==> config.mk <==
export PLATFORM = sky130hd
export DESIGN_NAME = branch_seq
export DESIGN_NICKNAME = d
export VERILOG_FILES = /design/src/rtl/branch_seq.sv
export SDC_FILE = /design/constraint.sdc
export NUM_CORES = 1
export LEC_CHECK = 0
export BUFFER_PORTS_ARGS = -buffer_cell sky130_fd_sc_hd__buf_2
export CAP_MARGIN = 20
export CORE_MARGIN = 4
export CORE_UTILIZATION = 35
export CTS_BUF_LIST = sky130_fd_sc_hd__clkbuf_2
export CTS_CLUSTER_SIZE = 16
export DETAILED_ROUTE_END_ITERATION = 10
export PLACE_DENSITY = 0.59
export RECOVER_POWER = 25
export SLEW_MARGIN = 20
export SYNTH_ARGS = -nofsm -noshare
export SYNTH_HDL_FRONTEND = slang
export SYNTH_SLANG_ARGS = --single-unit
==> constraint.sdc <==
create_clock -name clk -period 4.9 [get_ports clk]
set_input_delay 0.735 -clock clk [delete_from_list [all_inputs] [get_ports clk]]
set_output_delay 0.735 -clock clk [all_outputs]
set_load 0.005 [all_outputs]
==> src/rtl/branch_seq.sv <==
module branch_seq #(
  parameter int AW = 16
) (
  input  logic          clk,
  input  logic          rst_n,
  input  logic          stall,
  input  logic          br_valid,
  input  logic [4:0]    br_cond,
  input  logic [AW-1:0] br_target,
  input  logic          br_delayed,
  input  logic          br_abort,
  input  logic [7:0]    flags,
  output logic [AW-1:0] fetch_addr,
  output logic          issue_valid,
  output logic          taken,
  output logic          loop_exit
);
  localparam logic [3:0] ALWAYS = 4'd9;

  logic [AW-1:0] pc, tgt_q;
  logic [1:0]    slots;
  logic          bub_q, tk_q, ab_q, taken_q, exit_q;
  logic          base_hit, cond_met, accept;

  always_comb begin
    case (br_cond[3:0])
      4'd0:    base_hit = flags[0];
      4'd1:    base_hit = flags[1];
      4'd2:    base_hit = flags[1] | flags[0];
      4'd3:    base_hit = flags[2];
      4'd4:    base_hit = flags[3];
      4'd5:    base_hit = flags[4];
      4'd6:    base_hit = flags[5];
      4'd7:    base_hit = flags[6];
      4'd8:    base_hit = flags[7];
      default: base_hit = 1'b0;
    endcase
  end

  assign cond_met = (br_cond[3:0] == ALWAYS) ? ~br_cond[4] :
                    (br_cond[3:0] > ALWAYS)  ? 1'b0 : (base_hit ^ br_cond[4]);
  assign accept      = br_valid && !stall && slots == 2'd0;
  assign fetch_addr  = pc;
  assign issue_valid = !stall && !(slots != 2'd0 && bub_q);
  assign taken       = taken_q;
  assign loop_exit   = exit_q;

  always_ff @(posedge clk) begin
    if (!rst_n) begin
      pc      <= '0;
      tgt_q   <= '0;
      slots   <= 2'd0;
      bub_q   <= 1'b0;
      tk_q    <= 1'b0;
      ab_q    <= 1'b0;
      taken_q <= 1'b0;
      exit_q  <= 1'b0;
    end else begin
      taken_q <= !stall && slots == 2'd1 && tk_q;
      exit_q  <= !stall && slots == 2'd1 && tk_q && ab_q;
      if (!stall) begin
        case (slots)
          2'd0: begin
            pc <= pc + 1'b1;
            if (accept) begin
              slots <= 2'd2;
              tgt_q <= br_target;
              bub_q <= ~br_delayed;
              tk_q  <= cond_met;
              ab_q  <= br_abort;
            end
          end
          2'd2: begin
            slots <= 2'd1;
            if (!bub_q) pc <= pc + 1'b1;
          end
          default: begin
            slots <= 2'd0;
            if (tk_q)        pc <= tgt_q;
            else if (!bub_q) pc <= pc + 1'b1;
          end
        endcase
      end
    end
  end


  stall_hold_chk: assert property (@(posedge clk) disable iff (!rst_n)
    stall |=> fetch_addr == $past(fetch_addr));

  stall_noissue_chk: assert property (@(posedge clk) disable iff (!rst_n)
    stall |-> !issue_valid);

  bubble_chk: assert property (@(posedge clk) disable iff (!rst_n)
    (accept && !br_delayed) |=> !issue_valid);

  delay_slot_chk: assert property (@(posedge clk) disable iff (!rst_n)
    (accept && br_delayed) |=> (issue_valid || stall));

  reserved_code_chk: assert property (@(posedge clk) disable iff (!rst_n)
    (accept && br_cond == 5'b11001) |=> !tk_q);

  exit_taken_chk: assert property (@(posedge clk) disable iff (!rst_n)
    loop_exit |-> taken);
endmodule

==> impl_metrics.toml <==
[yosys]
synth_seq_cells = 39
yosysMostFrequentCell = "nand2_1"
yosys.area.top_type = "dfxtp_1"
yosysTopAreaCellShare_pct = 34.7
syn-num-nets = 336
postSynthCellCount = 300
ys_seq_area_share_pct = 34.7
syn_area_sq_um = 2250
synthTopCellsByArea = "dfxtp_1 (35%), nand2_1 (8.7%), a21oi_1 (7.8%), a31oi_1 (3.3%), nor2_1 (3.2%)"
yosys_warnings = 0
ys.flop_type = "dfxtp_1"
synth_commonest_cells = "nand2_1 (52), dfxtp_1 (39), a21oi_1 (35)"
synth_cell_type_count = 51
synthArstFlopShare_pct = 0
synth_edf_count = 0
avgSynthCellArea_sq_um = 7.49

[global_routing]
grtUsageTotal_pct = 17.0
grt_pass1_vias = 2156
antenna_found_initial = 0
grt_pass1_wl_mm = 10.5
overflow = 0
grt_max_degree = 32

[finish]
drive_gt1_share_pct = 18.4
n_antenna_cell = 0
seq_area_sq_um = 781
fillers = 656
final_area_sq_um = 2590
areaGrowthSynthToFinish_pct = 15.3
fin_nets = 377
multi_input_area_sq_um = 1340

[critical_path]
slowest_delay_ns = 0.85
path_cells = "nor2_1 > nor2b_1 > nor2_1 > buf_2"
cp.required_ns = 4.16
arrival_ns = 1.97
cp_common_cell = "nor2_1"
path_buf_inv = 1
cp_top_family = "flip-flops"
timing.rr.start = "fetch_addr[1]"
cp_max_fo = 23
crit_path_start = "slots[0]"
cp-end-kind = "primary output"
start_kind = "flop"
critPathKind = "reg -> out"
critPathSlowestCell = "dfxtp_1"

[cts]
ctsLongestPathBuffers = 2
clk_latency_ns = 0.42
ctsRootBufferMaster = "clkbuf_2"
cts_inserted_buffers = 5
cts_sinks = 39
ctsResizeCount = 0
clk_pin_slew_ns = 0.21
postCtsHoldBufs = 0
cts_tree = "built"
htreeDepth = 2
cts_setup_buffers = 0

[place]
placed_cell_area_sq_um = 2540
hpwl_mm = 4.47
place.port_buffers = 53
place.gp.congestion = 0.864

[run]
drv_cap = 0

[route]
drc = 0
wl_per_cell_microns = 15.0
viasPerCell = 5.55
drtAntennaViolNets = 0
wirelength_mm = 6.27
first_pass_iters = 4
vias = 2316
drt-initial-drc-count = 179

[pwr]
p_leak_nw = 0.995
power_density_nw_per_um2 = 248
ir_drop_mv = 0.138

[timing]
maxSlewViolCount = 0
setup_viol = 0
slew-limit-headroom_pct = 20.3
tightest_slew_ns = 1.19
period_share_pct = 55.2
hold_viol = 0
final.setup.tns_ns = 0
post-route-min-period_ns = 2.70
grt_setup_unrepaired = "false"
skew_ns = 0.0252
fmax_ghz = 0.370

[run_status]
status = "completed"

[floorplan]
die_h_microns = 88.1
die_w_microns = 88.1
rows = 28
die_area_sq_um = 7770
io_pins = 54
start_util_pct = 37.1
core_area_sq_um = 6060

[worst_hold_path]
hp-start = "tgt_q[15]"
hp-class = "reg -> reg"
-- logic make-up after synthesis --
kind of cell,Yosys count,share of synthesized area (%)
mux,7,3.84
buf+inv,31,5.46
fa+ha+maj,1,0.557
flops,39,34.7
compound gates,97,27.2
xor+xnor,3,1.17
simple gates,122,27.1
-- cell usage in the layout, fill, tap and decap left out, types with 5 or more instances in the layout --
cell type / synthesis / layout
and3_1: 5 / 5
a211oi_1: 5 / 5
o21ai_0: 14 / 14
a31oi_1: 12 / 12
clkbuf_1: 15 / 6
nor3_1: 6 / 6
nor4_1: 5 / 5
buf_2: 5 / 48
nand2_1: 52 / 52
dfxtp_1: 39 / 39
nor2_1: 19 / 19
a21oi_1: 35 / 35
nand3_1: 7 / 7
clkbuf_2: 0 / 5
nor2b_1: 7 / 7
inv_1: 11 / 11
-- report_power, final --
part           switching [mW]  internal (mW)  total [mW]
Sequential             0.0215          0.332       0.354
Clock                   0.116         0.0865       0.202
Combinational          0.0467         0.0409      0.0876
Total                   0.184          0.459       0.643
-- worst paths after layout --
path / end / slack [ns] / depth (start not counted)
min: tgt_q[15] / 0.47 / 2
max reg2reg: fetch_addr[14] / 2.71 / 6
max: issue_valid / 2.20 / 4
min reg2reg: tgt_q[15] / 0.47 / 2
-- sequential cells by signal (all words and copies together), names as in the netlist --
signal	cells
tk_q	1
ab_q	1
bub_q	1
slots	2
loop_exit	1
tgt_q	16
fetch_addr	16
taken	1
-- final cells by class --
type                            count  area share [%]
Clock buffer                        5           0.966
Clock inverter                      3            1.69
Inverter                           11            1.59
Multi-Input combinational cell    230            51.9
Sequential cell                    39            30.1
Tap cell                           75            3.62
Timing Repair Buffer               54            10.1
-- per-layer routing --
metal / routed length [microns] / GRT usage (%) / part of all wire [%]
met1: 3010 / 23.3 / 48
met2: 2790 / 26.0 / 44
met3: 345 / 3.95 / 5.5
met4: 121 / 6.32 / 1.9
met5: 0 / 0 / 0
-- through the flow --
stage               utilization (%)  instances  setup slack [ns]  power [mW]  hold slack [ns]
floorplan                         -        300              2.83       0.412            0.430
global placement               41.9        409              2.67       0.447            0.443
detailed placement             41.9        409              2.67       0.449            0.448
CTS                            43.0        417              2.20       0.651            0.470
global route                   42.8        417              2.05       0.679            0.451
finish                         42.8        417              2.20       0.643            0.469
-- worst register-to-register path, cell delays in order (launching register included) --
cell,delay [ns]
dfxtp_1,0.51
ha_1,0.27
nand3_1,0.17
or4_4,0.59
o21a_1,0.19
o31ai_1,0.21
a31oi_1,0.11
(Power assumes the default switching activity.)
